File: config.mk
export PLATFORM = sky130hd
export DESIGN_NAME = slvTimer
export DESIGN_NICKNAME = d
export VERILOG_FILES = /design/src/rtl/slvTimerPkg.sv /design/src/rtl/slvTimerCtrl.sv /design/src/rtl/slvTimerData.sv /design/src/rtl/slvTimer.sv
export SDC_FILE = /design/constraint.sdc
export NUM_CORES = 1
export LEC_CHECK = 0
export ABC_AREA = 1
export BUFFER_PORTS_ARGS = -buffer_cell sky130_fd_sc_hd__buf_2
export CAP_MARGIN = 20
export CORE_MARGIN = 3
export CORE_UTILIZATION = 45
export DETAILED_ROUTE_END_ITERATION = 10
export PLACE_DENSITY = 0.73
export SYNTH_ARGS = -nofsm -noshare
export SYNTH_HDL_FRONTEND = slang
export SYNTH_SLANG_ARGS = --single-unit
File: constraint.sdc
create_clock -name clk -period 2.1 [get_ports clk]
set_clock_uncertainty 0.2 [all_clocks]
set_input_delay 0.105 -clock clk [delete_from_list [all_inputs] [get_ports clk]]
set_output_delay 0.105 -clock clk [all_outputs]
set_load 0.02 [all_outputs]
File: src/rtl/slvTimerPkg.sv
package slvTimerPkg;

  localparam int unsigned ITR_COUNT = 4;
  localparam int unsigned SRC_COUNT = ITR_COUNT + 4;
  localparam int unsigned SEL_W     = $clog2(SRC_COUNT);

  localparam logic [2:0] SLV_OFF    = 3'b000;
  localparam logic [2:0] SLV_RESET  = 3'b100;
  localparam logic [2:0] SLV_EXTCLK = 3'b111;

  localparam logic [2:0] MST_RESET  = 3'b000;
  localparam logic [2:0] MST_ENABLE = 3'b001;
  localparam logic [2:0] MST_UPDATE = 3'b010;

  // strobes from control to datapath, valid for one cycle
  typedef struct packed {
    logic tick;    // advance the counter
    logic clr;     // slave reset of the counter
    logic enRise;  // counter enable just went high
  } strobe_t;

endpackage

File: src/rtl/slvTimerCtrl.sv
module slvTimerCtrl
  import slvTimerPkg::*;
(
  input  logic                 clk,
  input  logic                 rstN,
  input  logic                 cntEnable,
  input  logic                 extClkEn,
  input  logic                 msDelay,
  input  logic [SEL_W-1:0]     trigSel,
  input  logic [2:0]           slaveMode,
  input  logic [ITR_COUNT-1:0] itrPulse,
  input  logic                 bothEdgePulse,
  input  logic                 filtIn1Pulse,
  input  logic                 filtIn2Pulse,
  input  logic                 extTrigPulse,
  output strobe_t              strobes
);

  logic [SRC_COUNT-1:0] srcVec;
  logic [SEL_W-1:0]     selPrev;
  logic                 trigRaw;
  logic                 trigQ;
  logic                 trigEff;
  logic                 enPrev;
  logic                 selStable;

  // source order is fixed by the select encoding
  assign srcVec = {extTrigPulse, filtIn2Pulse, filtIn1Pulse, bothEdgePulse, itrPulse};

  // drop the trigger in any cycle where the select moves
  assign selStable = (trigSel == selPrev);
  assign trigRaw   = srcVec[trigSel] & selStable;

  always_ff @(posedge clk) begin
    if (!rstN) begin
      selPrev <= '0;
      trigQ   <= 1'b0;
      enPrev  <= 1'b0;
    end else begin
      selPrev <= trigSel;
      trigQ   <= trigRaw;
      enPrev  <= cntEnable;
    end
  end

  assign trigEff = msDelay ? trigQ : trigRaw;

  always_comb begin
    strobes        = '0;
    strobes.enRise = cntEnable & ~enPrev;
    strobes.clr    = cntEnable & (slaveMode == SLV_RESET) & trigEff;
    if (cntEnable) begin
      if (extClkEn)                     strobes.tick = extTrigPulse;
      else if (slaveMode == SLV_EXTCLK) strobes.tick = trigEff;
      else                              strobes.tick = 1'b1;
    end
  end

endmodule

File: src/rtl/slvTimerData.sv
module slvTimerData
  import slvTimerPkg::*;
#(
  parameter int unsigned CNT_W = 16
) (
  input  logic             clk,
  input  logic             rstN,
  input  strobe_t          strobes,
  input  logic [CNT_W-1:0] reloadVal,
  input  logic [2:0]       masterMode,
  output logic [CNT_W-1:0] count,
  output logic             updateEvt,
  output logic             trigOut
);

  localparam logic [CNT_W-1:0] CNT_ONE = CNT_W'(1);

  logic wrapHit;
  logic updNext;
  logic outNext;

  assign wrapHit = strobes.tick & (count == reloadVal);
  assign updNext = strobes.clr | wrapHit;

  always_comb begin
    case (masterMode)
      MST_RESET:  outNext = strobes.clr;
      MST_ENABLE: outNext = strobes.enRise;
      MST_UPDATE: outNext = updNext;
      default:    outNext = 1'b0;
    endcase
  end

  always_ff @(posedge clk) begin
    if (!rstN) begin
      count     <= '0;
      updateEvt <= 1'b0;
      trigOut   <= 1'b0;
    end else begin
      if (strobes.clr)       count <= '0;
      else if (wrapHit)      count <= '0;
      else if (strobes.tick) count <= count + CNT_ONE;
      updateEvt <= updNext;
      trigOut   <= outNext;
    end
  end

endmodule

File: src/rtl/slvTimer.sv
module slvTimer
  import slvTimerPkg::*;
#(
  parameter int unsigned CNT_W = 16
) (
  input  logic                 clk,
  input  logic                 rstN,
  input  logic                 cntEnable,
  input  logic [CNT_W-1:0]     reloadVal,
  input  logic [2:0]           trigSel,
  input  logic [2:0]           slaveMode,
  input  logic                 extClkEn,
  input  logic                 msDelay,
  input  logic [2:0]           masterMode,
  input  logic [3:0]           itrPulse,
  input  logic                 bothEdgePulse,
  input  logic                 filtIn1Pulse,
  input  logic                 filtIn2Pulse,
  input  logic                 extTrigPulse,
  output logic [CNT_W-1:0]     count,
  output logic                 updateEvt,
  output logic                 trigOut
);

  strobe_t strobes;

  slvTimerCtrl ctrl (
    .clk           (clk),
    .rstN          (rstN),
    .cntEnable     (cntEnable),
    .extClkEn      (extClkEn),
    .msDelay       (msDelay),
    .trigSel       (trigSel),
    .slaveMode     (slaveMode),
    .itrPulse      (itrPulse),
    .bothEdgePulse (bothEdgePulse),
    .filtIn1Pulse  (filtIn1Pulse),
    .filtIn2Pulse  (filtIn2Pulse),
    .extTrigPulse  (extTrigPulse),
    .strobes       (strobes)
  );

  slvTimerData #(.CNT_W(CNT_W)) data (
    .clk        (clk),
    .rstN       (rstN),
    .strobes    (strobes),
    .reloadVal  (reloadVal),
    .masterMode (masterMode),
    .count      (count),
    .updateEvt  (updateEvt),
    .trigOut    (trigOut)
  );

endmodule

==> out/metrics.cfg <==
[run_status]
status = finished clean

[drt]
drt.antenna.violating_nets = 0
dr.pass1.iters = 4
avgRoutedWirePerCell_um = 11.0
drc = 0
drtIter0Drc = 70
finalWirelength_um = 3840
vias_per_cell = 4.78
via_count = 1674

[logic_synthesis]
syn_area_um2 = 1650
synth-seq-cells = 23
yosysTopAreaCell = dfxtp_1
synth_common_cells = 57 x nand2_1, 23 x dfxtp_1, 21 x inv_1, 21 x nand3_1, 18 x nor2_1
synth-edff-count = 0
synthArstFlopShare = 0
avgSynthCellArea_um2 = 7.14
seq_area_frac_synth = 0.279
synth.most_common_cell = nand2_1
syn_inst = 231
synth_cell_types = 28
ys_warn_count = 0
synthTopCellsByArea = dfxtp_1 28%, nand2_1 13%, xnor2_1 8.5%, a21oi_2 8.0%, nand3_1 6.4%
synthesis.nets = 270
synth_ff_type = dfxtp_1
synth_top_area_share = 0.279

[cts]
clock_sinks = 23
ctsHtreeMaxLevel = 1
post-cts-setup-buffers = 0
clk_latency_ns = 0.27
cts_root_buf = clkbuf_8
cts_made_buffers = 3
clk_pin_slew_ns = 0.08
cts_buffer_depth = 2
cts_tree = yes

[sta]
maxSlewViolCount = 0
setup_tns_ns = 0
period_share = 0.969
min_period_ns = 2.04
hold_violations = 0
setup_ws_ns = 0.0643
final-setup-viol-count = 0
fmax_mhz = 491
worstMarginPinSlew_ns = 0.308
relSlewSlack = 0.793
rsz0062_at_grt = false

[setup_path]
rr_worst_depth = 8
cp.required_ns = 2.10
end_kind = register
path_class = in2reg
cp_max_fo = 16
crit_arrival_ns = 2.03
start_kind = primary input

[cells_and_area]
layout.nets = 344
drive_above_1_share = 0.339
area_delta_synth_final_pct = 31.9
final_core_util = 0.632
antenna_cells = 0

[pwr]
internal-power_uw = 658
p_clk_frac = 0.312
swShare = 0.267
peakVddDrop_mv = 0.378
p_leak_uw = 0.000935
pwr-share-comb = 0.187
p_switching_uw = 240
p_seq_frac = 0.501
power_per_cell_area_nw_per_um2 = 413

[grt]
antenna_found_initial = 0
grt_usage = 0.186
grt_start_max_net_pins = 18
grt_overflow = 0
grt_pass1_wl_um = 6340
grt_pass1_vias = 1571

[die]
dieHeight_um = 66.5
core.rowCount = 21
die_area_um2 = 4430
die_w_um = 66.5
start_util = 0.479
ios = 56
core_um2 = 3440

[worst_hold_path]
min_path_cells = 4
min_path_type = in2reg

[placement]
routabilityCongestion = 0.909
dp_hpwl_um = 2870
pre_cts_ws_ns = 0.307
port_buffers = 55

[job]
maxCapViolCount = 0

==> path summary, 6_finish.rpt <==
| path | slack [ns] | end | startpoint |
|---|---|---|---|
| max | 0.06 | data.count[10]$_SDFFE_PP0P_ | cntEnable |
| min | 0.07 | data.updateEvt$_SDFF_PN0_ | extClkEn |
| max reg2reg | 0.27 | data.count[10]$_SDFFE_PP0P_ | data.count[0]$_SDFFE_PP0P_ |
| min reg2reg | 0.33 | data.count[13]$_SDFFE_PP0P_ | data.count[13]$_SDFFE_PP0P_ |
==> final cells by class <==
cell class | instances | area [um^2]
repair buffers | 75 | 463
well taps | 46 | 57.6
flip-flops and latches | 23 | 460
inverters | 25 | 106
multi-input cells | 177 | 1040
clock inverters | 1 | 5.00
fillers | 311 | 1270
clock buffers | 3 | 41.3
==> cell usage in the layout (no fill, tap or decap), types with 8 or more instances in the layout <==
master	n
buf_2	55
xor2_1	8
dfxtp_1	23
nand2_2	11
nand3_1	21
xnor2_1	16
nand2_1	57
a21oi_2	15
inv_1	21
dlygate4sd3_1	15
nor2_1	18
==> power groups by stage <==
stage               Combinational (uW)  Clock [uW]  Sequential (uW)
finish                             168         280              450
global route                       187         305              451
CTS                                164         286              450
detailed placement                 145           0              460
global placement                   144           0              460
floorplan                         93.8           0              463
==> metal layers <==
layer | GRT usage | part of all wire | vias up
met5 | 0 | 0 | -
met4 | 0.0406 | 0.0094 | 0
met3 | 0.0489 | 0.059 | 4
met2 | 0.351 | 0.52 | 40
met1 | 0.205 | 0.41 | 751
li1 | - | - | 879
==> timing repair <==
action / CTS / global route
resized for setup: 0 / 3
setup endpoints to repair: 0 / 6
hold endpoints to repair: 7 / 0
hold buffers: 15 / 0
==> sequential cells by signal, indices dropped and copies added (netlist names) <==
name,count
data.count,16
ctrl.trigQ,1
ctrl.selPrev,3
ctrl.enPrev,1
data.updateEvt,1
data.trigOut,1
==> per-stage QoR <==
| stage | area, um^2 | power (uW) | hold slack, ns | std cells |
|---|---|---|---|---|
| 4_1_cts | 2160 | 900 | 0.0425 | 350 |
| 5_1_grt | 2170 | 943 | 0.0882 | 350 |
| 3_3_place_gp | 1960 | 604 | 0.139 | 331 |
| 6_report | 2170 | 898 | 0.0694 | 350 |
| 3_5_place_dp | 1960 | 605 | 0.147 | 331 |
| 2_1_floorplan | 1650 | 557 | -0.00155 | 231 |
==> logic make-up after synthesis <==
group / Yosys count / share of synthesized area
compound gates: 24 / 0.111
xor+xnor: 24 / 0.127
fa+ha+maj: 1 / 0.00759
buf+inv: 31 / 0.0948
flops: 23 / 0.279
simple gates: 128 / 0.380
==> worst max-delay path, stage by stage <==
cell,delay [ns]
dlygate4sd3_1,0.53
buf_2,0.14
nand2_1,0.06
nor3_1,0.04
dlygate4sd3_1,0.56
nand2_2,0.12
nand3_4,0.25
a21oi_2,0.21
No activity file was read; power rests on OpenSTA's default activity.
